File: config.mk
export PLATFORM = sky130hd
export DESIGN_NAME = mc_state_bank
export DESIGN_NICKNAME = d
export VERILOG_FILES = /design/src/rtl/mc_state_pkg.sv /design/src/rtl/mc_cap_gen.sv /design/src/rtl/mc_snapshot.sv /design/src/rtl/mc_misc_status.sv /design/src/rtl/mc_reg_port.sv /design/src/rtl/mc_state_bank.sv
export SDC_FILE = /design/constraint.sdc
export NUM_CORES = 1
export LEC_CHECK = 0
export ABC_AREA = 0
export BUFFER_PORTS_ARGS = -buffer_cell sky130_fd_sc_hd__buf_2
export CAP_MARGIN = 20
export CORE_AREA = 2 2 182 184
export CTS_CLUSTER_DIAMETER = 50
export CTS_CLUSTER_SIZE = 10
export DETAILED_ROUTE_END_ITERATION = 12
export DIE_AREA = 0 0 184 186
export PLACE_DENSITY = 0.78
export SLEW_MARGIN = 20
export SYNTH_ARGS = -nofsm -noshare
export SYNTH_HDL_FRONTEND = slang
export SYNTH_SLANG_ARGS = --single-unit
File: constraint.sdc
create_clock -name clk_i -period 4.39 [get_ports clk_i]
set_input_delay 0.6585 -clock clk_i [delete_from_list [all_inputs] [get_ports clk_i]]
set_output_delay 0.6585 -clock clk_i [all_outputs]
set_load 0.03 [all_outputs]
File: src/rtl/mc_state_pkg.sv
package mc_state_pkg;

  localparam int unsigned CNT_W = 8;

  typedef enum logic [2:0] {
    RG_CAP,
    RG_SAVE,
    RG_MISC,
    RG_RSVD,
    RG_NONE
  } region_e;

  function automatic region_e classify(input int unsigned a,
                                       input int unsigned cap_a,
                                       input int unsigned base,
                                       input int unsigned nsave,
                                       input int unsigned nrsvd);
    if (a == cap_a)                                      return RG_CAP;
    if (a >= base && a < base + nsave)                   return RG_SAVE;
    if (a == base + nsave)                               return RG_MISC;
    if (a > base + nsave && a <= base + nsave + nrsvd)   return RG_RSVD;
    return RG_NONE;
  endfunction

endpackage

File: src/rtl/mc_cap_gen.sv
module mc_cap_gen #(
  parameter int unsigned REG_W        = 64,
  parameter int unsigned BANK_CNT     = 4,
  parameter bit          GCTL_PRESENT = 1'b1,
  parameter bit          EXT_PRESENT  = 1'b1,
  parameter int unsigned NUM_SAVE     = 10
) (
  output logic [REG_W-1:0] cap_o
);
  import mc_state_pkg::*;

  localparam int unsigned GCTL_BIT = CNT_W;
  localparam int unsigned EXT_BIT  = CNT_W + 1;
  localparam int unsigned XCNT_LSB = 2 * CNT_W;

  logic [CNT_W-1:0] xcnt;

  generate
    if (EXT_PRESENT) begin : g_ext
      assign xcnt = CNT_W'(NUM_SAVE);
    end else begin : g_noext
      assign xcnt = '0;
    end
  endgenerate

  always_comb begin
    cap_o                            = '0;
    cap_o[CNT_W-1:0]                 = CNT_W'(BANK_CNT);
    cap_o[GCTL_BIT]                  = GCTL_PRESENT;
    cap_o[EXT_BIT]                   = EXT_PRESENT;
    cap_o[XCNT_LSB +: CNT_W]         = xcnt;
  end

endmodule

File: src/rtl/mc_snapshot.sv
module mc_snapshot #(
  parameter int unsigned XLEN     = 32,
  parameter int unsigned NUM_SAVE = 10
) (
  input  logic                           clk_i,
  input  logic                           rst_ni,
  input  logic                           capture_i,
  input  logic [NUM_SAVE-1:0][XLEN-1:0]  live_i,
  output logic [NUM_SAVE-1:0][XLEN-1:0]  save_o
);

  generate
    for (genvar k = 0; k < NUM_SAVE; k++) begin : g_slot
      always_ff @(posedge clk_i or negedge rst_ni) begin
        if (!rst_ni)        save_o[k] <= '0;
        else if (capture_i) save_o[k] <= live_i[k];
      end
    end
  endgenerate

endmodule

File: src/rtl/mc_misc_status.sv
module mc_misc_status (
  input  logic clk_i,
  input  logic rst_ni,
  input  logic set_i,
  input  logic clr_i,
  output logic bit_o,
  output logic shutdown_o
);

  always_ff @(posedge clk_i or negedge rst_ni) begin
    if (!rst_ni) begin
      bit_o      <= 1'b0;
      shutdown_o <= 1'b0;
    end else begin
      shutdown_o <= set_i;
      if (set_i)      bit_o <= 1'b1;   // set has priority over clear
      else if (clr_i) bit_o <= 1'b0;
    end
  end

endmodule

File: src/rtl/mc_reg_port.sv
module mc_reg_port #(
  parameter int unsigned XLEN      = 32,
  parameter int unsigned REG_W     = 64,
  parameter int unsigned ADDR_W    = 8,
  parameter int unsigned NUM_SAVE  = 10,
  parameter int unsigned CAP_ADDR  = 0,
  parameter int unsigned SAVE_BASE = 16,
  parameter int unsigned RSVD_CNT  = 32
) (
  input  logic                          clk_i,
  input  logic                          rst_ni,
  input  logic                          req_i,
  input  logic                          we_i,
  input  logic [ADDR_W-1:0]             addr_i,
  input  logic [REG_W-1:0]              wdata_i,
  input  logic [REG_W-1:0]              cap_i,
  input  logic [NUM_SAVE-1:0][XLEN-1:0] save_i,
  input  logic                          misc_i,
  output logic                          misc_clr_o,
  output logic                          rvalid_o,
  output logic [REG_W-1:0]              rdata_o
);
  import mc_state_pkg::*;

  localparam int unsigned IDX_W = $clog2(NUM_SAVE);

  region_e          region;
  logic [IDX_W-1:0] idx;
  logic [REG_W-1:0] rd_d;
  logic             rd_go;
  logic             unused_wdata;

  assign region       = classify(32'(addr_i), CAP_ADDR, SAVE_BASE, NUM_SAVE, RSVD_CNT);
  assign idx          = IDX_W'(32'(addr_i) - SAVE_BASE);
  assign rd_go        = req_i && !we_i;
  assign misc_clr_o   = req_i && we_i && (region == RG_MISC) && !wdata_i[0];
  assign unused_wdata = ^wdata_i[REG_W-1:1];

  always_comb begin
    rd_d = '0;
    unique case (region)
      RG_CAP:  rd_d = cap_i;
      RG_SAVE: rd_d = REG_W'(save_i[idx]);
      RG_MISC: rd_d = REG_W'(misc_i);
      default: rd_d = '0;
    endcase
  end

  always_ff @(posedge clk_i or negedge rst_ni) begin
    if (!rst_ni) begin
      rvalid_o <= 1'b0;
      rdata_o  <= '0;
    end else begin
      rvalid_o <= rd_go;
      if (rd_go) rdata_o <= rd_d;
    end
  end

endmodule

File: src/rtl/mc_state_bank.sv
module mc_state_bank #(
  parameter int unsigned XLEN         = 32,
  parameter int unsigned REG_W        = 64,
  parameter int unsigned ADDR_W       = 8,
  parameter int unsigned NUM_GPR      = 8,
  parameter int unsigned BANK_CNT     = 4,
  parameter bit          GCTL_PRESENT = 1'b1,
  parameter bit          EXT_PRESENT  = 1'b1,
  parameter int unsigned CAP_ADDR     = 0,
  parameter int unsigned SAVE_BASE    = 16,
  parameter int unsigned RSVD_CNT     = 32
) (
  input  logic                         clk_i,
  input  logic                         rst_ni,
  input  logic                         hard_err_i,
  input  logic                         mce_en_i,
  input  logic [NUM_GPR-1:0][XLEN-1:0] gpr_i,
  input  logic [XLEN-1:0]              flags_i,
  input  logic [XLEN-1:0]              ip_i,
  input  logic                         ds_fault_i,
  input  logic                         reg_req_i,
  input  logic                         reg_we_i,
  input  logic [ADDR_W-1:0]            reg_addr_i,
  input  logic [REG_W-1:0]             reg_wdata_i,
  output logic                         reg_rvalid_o,
  output logic [REG_W-1:0]             reg_rdata_o,
  output logic                         mce_o,
  output logic                         shutdown_o,
  output logic                         ds_ok_o
);

  localparam int unsigned NUM_SAVE = NUM_GPR + 2;
  localparam int unsigned FLAGS_IX = NUM_GPR;
  localparam int unsigned IP_IX    = NUM_GPR + 1;

  logic [NUM_SAVE-1:0][XLEN-1:0] live;
  logic [NUM_SAVE-1:0][XLEN-1:0] save_q;
  logic [REG_W-1:0]              cap_val;
  logic                          raise;
  logic                          ds_bit_q;
  logic                          misc_clr;
  logic                          mce_q;

  generate
    for (genvar k = 0; k < NUM_GPR; k++) begin : g_live
      assign live[k] = gpr_i[k];
    end
  endgenerate
  assign live[FLAGS_IX] = flags_i;
  assign live[IP_IX]    = ip_i;

  assign raise = hard_err_i && mce_en_i;

  always_ff @(posedge clk_i or negedge rst_ni) begin
    if (!rst_ni) mce_q <= 1'b0;
    else         mce_q <= raise;
  end
  assign mce_o   = mce_q;
  assign ds_ok_o = !ds_bit_q;

  mc_cap_gen #(
    .REG_W(REG_W), .BANK_CNT(BANK_CNT), .GCTL_PRESENT(GCTL_PRESENT),
    .EXT_PRESENT(EXT_PRESENT), .NUM_SAVE(NUM_SAVE)
  ) u_cap (
    .cap_o(cap_val)
  );

  mc_snapshot #(.XLEN(XLEN), .NUM_SAVE(NUM_SAVE)) u_snap (
    .clk_i(clk_i), .rst_ni(rst_ni), .capture_i(raise),
    .live_i(live), .save_o(save_q)
  );

  mc_misc_status u_misc (
    .clk_i(clk_i), .rst_ni(rst_ni), .set_i(ds_fault_i), .clr_i(misc_clr),
    .bit_o(ds_bit_q), .shutdown_o(shutdown_o)
  );

  mc_reg_port #(
    .XLEN(XLEN), .REG_W(REG_W), .ADDR_W(ADDR_W), .NUM_SAVE(NUM_SAVE),
    .CAP_ADDR(CAP_ADDR), .SAVE_BASE(SAVE_BASE), .RSVD_CNT(RSVD_CNT)
  ) u_port (
    .clk_i(clk_i), .rst_ni(rst_ni), .req_i(reg_req_i), .we_i(reg_we_i),
    .addr_i(reg_addr_i), .wdata_i(reg_wdata_i), .cap_i(cap_val),
    .save_i(save_q), .misc_i(ds_bit_q), .misc_clr_o(misc_clr),
    .rvalid_o(reg_rvalid_o), .rdata_o(reg_rdata_o)
  );

endmodule

==> After elaboration in Yosys (flattened, before gate mapping) <==
Cells that the tools add are included.
{ "word_totals": {"ram_bits": 0, "mem_bits_ro": 0, "mem_count": 0, "latch_bits": 0, "regBits": 388, "output_inout_bits": 68} }
{ "classes": {"n_addsub": 1, "n_shift": 0, "n_div": 0, "n_lt_le_gt_ge": 5, "n_bitwise": 0, "n_mux": 23, "eq_ne": 3, "n_reduce_logical": 13, "mul": 0} }
{ "ops": {"columns": ["op", "count"], "rows": [
  ["32-bit binary-select mux with 4-bit select", 1],
  ["32-bit one-hot mux with 3 select lines", 1],
  ["32-bit 2-to-1 mux", 1],
  ["3-bit 2-to-1 mux", 8],
  ["1-bit 2-to-1 mux", 12],
  ["8-bit by 5-bit equality test with 1-bit output, second input constant", 1],
  ["8-bit by 5-bit greater-or-equal comparator with 1-bit output, second input constant", 1],
  ["8-bit by 5-bit greater-than comparator with 1-bit output, second input constant", 1],
  ["8-bit by 6-bit less-or-equal comparator with 1-bit output, second input constant", 1],
  ["8-bit zero test", 1],
  ["8-bit by 5-bit less-than comparator with 1-bit output, second input constant", 1],
  ["1-bit logical AND", 7],
  ["4-bit by 5-bit less-than comparator with 1-bit output, second input constant", 1],
  ["4-bit by 1-bit subtractor with 4-bit output, second input constant", 1],
  ["3-bit by 1-bit equality test with 1-bit output, second input constant", 1],
  ["3-bit by 2-bit equality test with 1-bit output, second input constant", 1],
  ["1-bit zero test", 3],
  ["3-bit zero test", 1],
  ["2-bit nonzero test", 1]
]} }

==> Depth between registers and ports, before layout <==
{ "logic_depth": {"word_depth": 18, "mapped_depth": 8, "mapped_depth_nobuf": 5} }

==> Cells and area by module <==
From an unflattened synthesis, not the netlist that was laid out.
{ "unflattened": {"hier_cells": 1231, "area_unflattened_um2": 19416.1} }
{ "modules_own_cells": {"columns": ["mod", "cells_per_inst", "seq_area_each_um2", "instances", "area_per_inst_um2"], "rows": [
  ["mc_snapshot", 676, 8007.7, 1, 13419.1],
  ["mc_reg_port", 482, 1626.6, 1, 5412.7],
  ["mc_cap_gen", 66, 0.0, 1, 488.0],
  ["mc_misc_status", 4, 50.0, 1, 61.3],
  ["mc_state_bank", 3, 25.0, 1, 35.0]
]} }

==> Worst setup path after synthesis <==
No wires, ideal clock.
{ "synth_timing": {"kind": "in2reg", "from": "input port reg_addr_i[0]", "to": "register u_port.rdata_o[10]", "arrival_time_ps": 1856, "slack_ps": 2396, "path_buffers": 3, "stages": 6, "setup_time_ps": 138, "t_required_ps": 4252, "cell_sequence": "buf_6 -> buf_12 -> buf_6 -> mux4_2 -> mux2i_1 -> o221ai_1"} }
{ "synth_between": {"elab_chain_len": 12} }
{ "synth_rtl": {"columns": ["element", "line_no", "text"], "rows": [
  ["start, declared", "mc_state_bank.sv:23", "input logic [ADDR_W-1:0] reg_addr_i,"],
  ["8-bit by 5-bit greater-than comparator with 1-bit output or 8-bit by 6-bit less-or-equal comparator with 1-bit output (tied branches)", "mc_state_pkg.sv:21", "if (a > base + nsave && a <= base + nsave + nrsvd) return RG_RSVD;"],
  ["1-bit logical AND", "mc_state_pkg.sv:21", null],
  ["1-bit 2-to-1 mux (2 in series)", "mc_state_pkg.sv:21", null],
  ["1-bit 2-to-1 mux", "mc_state_pkg.sv:20", "if (a == base + nsave) return RG_MISC;"],
  ["1-bit 2-to-1 mux", "mc_state_pkg.sv:19", "if (a >= base && a < base + nsave) return RG_SAVE;"],
  ["3-bit 2-to-1 mux", "mc_state_pkg.sv:22", "return RG_NONE;"],
  ["3-bit 2-to-1 mux", "mc_state_pkg.sv:21", null],
  ["3-bit 2-to-1 mux", "mc_state_pkg.sv:20", null],
  ["3-bit 2-to-1 mux", "mc_state_pkg.sv:19", null],
  ["3-bit by 2-bit equality test with 1-bit output, or another cell as far along", "mc_reg_port.sv:41", "unique case (region)"],
  ["32-bit one-hot mux with 3 select lines (*)", "mc_reg_port.sv:41", null],
  ["end signal, assigned", "mc_reg_port.sv:55", "if (rd_go) rdata_o <= rd_d;"],
  ["end, declared", "mc_reg_port.sv:21", "output logic [REG_W-1:0] rdata_o"]
]} }
Every way passes the cells marked *; elsewhere a longest branch is shown, timed or not. The select of a mux whose other input is x is not followed.
A chain may end at the register's enable or synchronous reset.

==> Final worst setup path <==
{ "layout_timing": {"from": "input port reg_addr_i[0]", "to": "register u_port.rdata_o[26]"} }
Same word-level chain as after synthesis.

==> results_dict.tcl <==
set metrics [dict create \
    drt.antenna.violating_nets 0 \
    area_growth_pct 21.3 \
    final_cell_mix "buf_2 (368), dfrtp_1 (356), mux2_2 (320)" \
    syn_area_um2 15900 \
    synth-seq-area-share_pct 56.0 \
    grt_max_degree 112 \
    min_period_ns 2.40 \
    drt-vias-per-instance 5.51 \
    setup_tns_ns 0 \
    cts-htree-levels 2 \
    p_leak_nw 8.79 \
    place_inst 1743 \
    drtPass1Iterations 5 \
    dieArea_um2 34200 \
    async_flop_share_pct 100 \
    cts_buffer_depth 3 \
    io-pin-count 467 \
    coreArea_um2 32200 \
    slowest_stage "buf_6" \
    grt_pass1_wl_um 60500 \
    fin_cells 1822 \
    initial_core_util_pct 49.4 \
    grt_overflow 0 \
    cts_tree "built" \
    cp_cell_sequence "buf_6, buf_4, mux4_2, mux2i_1, o221ai_1" \
    routabilityCongestion 0.804 \
    clk_pin_slew_worst_paths_ns 0.05 \
    critPathKind "primary input to register" \
    drt_iter0_drc 532 \
    dp_slack_ns 1.41 \
    drc 0 \
    synth_edf_count 0 \
    synth_top_cell_by_area "dfrtp_1" \
    wire_per_inst_um 21.9 \
    holdWs_ns 0.199 \
    arrival_ns 2.76 \
    post_cts_resized 0 \
    ys_warn_count 0 \
    nNetsFinal 1781 \
    cpPeakStageDelay_ns 0.60 \
    final_layout_size_suffix_gt1_share_pct 59.6 \
    crit_path_end_kind "register" \
    ys.flop_type "dfrtp_1" \
    die_width_um 184 \
    min_path_type "primary input to async pin" \
    ys_seq_elements 356 \
    antenna_found_initial 25 \
    wirelength_um 39900 \
    mostFrequentLayoutCell "buf_2" \
    max-slew-margin-rel_pct 28.8 \
    finalHoldViolCount 0 \
    grt_pass1_vias 10600 \
    synthCells 1019 \
    drv_slew 0 \
    finalSetupViolCount 0 \
    required_ns 4.74 \
    synth_top_area_share_pct 56.0 \
    io_buffers 371 \
    synth_cell_types 37 \
    synth.top_cells.by_area "dfrtp_1 (56%), mux2_2 (23%), mux4_2 (8.9%)" \
    cts_sinks 356 \
    status "completed" \
    setup_ws_ns 1.99 \
    power_density_nw_per_um2 447 \
    vias 10000 \
    peakVddDrop_mv 0.421 \
    placed_area_um2 17900 \
    clk_latency_ns 0.53 \
    fin_area_um2 19300 \
    drv_cap 0 \
    crit_path_max_fanout 54 \
    cts_buffers 45 \
    postSynthAreaPerCell_um2 15.6 \
    cts_hold_buf 0 \
    finClkSkew_ns 0.0152 \
    cts_root_buf "clkbuf_16" \
    worst_slew_pin_slew_ns 1.07 \
    placementRows 66 \
    fin_crit_sh_pct 54.8 \
    post-dp-hpwl_um 28700 \
    rsz0062_at_grt "false" \
    fin_util_pct 59.9 \
    cts_setup_buffers 0 \
    power_mw 8.63 \
    fmax_mhz 416 \
    die_y_um 186 \
    grt_usage_pct 23.3 \
    startpoint_type "primary input" \
]
worst max-delay path, delay by kind of cell:
family          cells  cell delay, ns
compound gates      1            0.19
buf+inv             2            1.00
mux                 2            0.89
state kept, by name, indices dropped and copies added (netlist names):
name               flops
u_snap.save_o        320
mce_o                  1
u_port.rvalid_o        1
u_misc.bit_o           1
u_port.rdata_o        32
u_misc.shutdown_o      1
final timing paths:
check | startpoint | to | slack (ns) | depth (start not counted)
max reg2reg | u_snap.save_o[245] | u_port.rdata_o[21] | 2.58 | 3
min | rst_ni | u_snap.save_o[312] | 0.20 | 1
min in group clk_i | ds_fault_i | u_misc.shutdown_o | 0.28 | 1
max in group asynchronous | rst_ni | u_snap.save_o[77] | 3.12 | 2
max | reg_addr_i[0] | u_port.rdata_o[26] | 1.99 | 5
min reg2reg | u_port.rdata_o[25] | u_port.rdata_o[25] | 0.48 | 1
synth_stat cells, types with 2 or more instances:
cell type / instances
o221ai_1: 25
buf_2: 42
nand2b_1: 2
buf_12: 3
mux4_2: 63
a211oi_1: 5
buf_4: 33
nand2_1: 28
dfrtp_1: 356
o22ai_1: 2
mux2_2: 320
clkbuf_4: 3
buf_6: 6
nor2b_1: 4
clkbuf_1: 11
mux2i_1: 63
nor2_1: 17
nor3_1: 9
a21o_1: 2
a21oi_1: 3
buf_1: 5
or3_1: 2
logic make-up (layout without fill, tap and decap cells):
kind of cell	after synthesis	count (layout)	share of synthesized area [%]
mux	446	446	35.5
flops	356	356	56.0
buf+inv	105	452	4.25
simple gates	68	68	1.99
compound gates	43	43	2.18
other cells	1	49	0.0236
area by class of cell:
type	instances	area, um2
antenna	17	42.5
clock buffer	52	1200
clock inverter	10	113
fill	2539	12900
inverter	2	7.51
multi-input combinational	589	6440
sequential	356	8910
tap	408	510
timing repair buffer	388	2070
where the power goes:
group	leakage [nW]	total, mW	switching [mW]	internal (mW)
registers	4.24	3.97	0.231	3.74
clock network	0.644	3.36	1.32	2.04
logic	3.91	1.30	0.571	0.727
total	8.79	8.63	2.12	6.51
layer usage:
metal  vias up  global-route usage (%)  wire length, um
li1       4447                       -                -
met1      5128                    29.5            15900
met2       347                    38.4            19800
met3        92                    6.20             2990
met4        20                    9.41             1090
met5         -                       0              120
(Power assumes the default switching activity.)
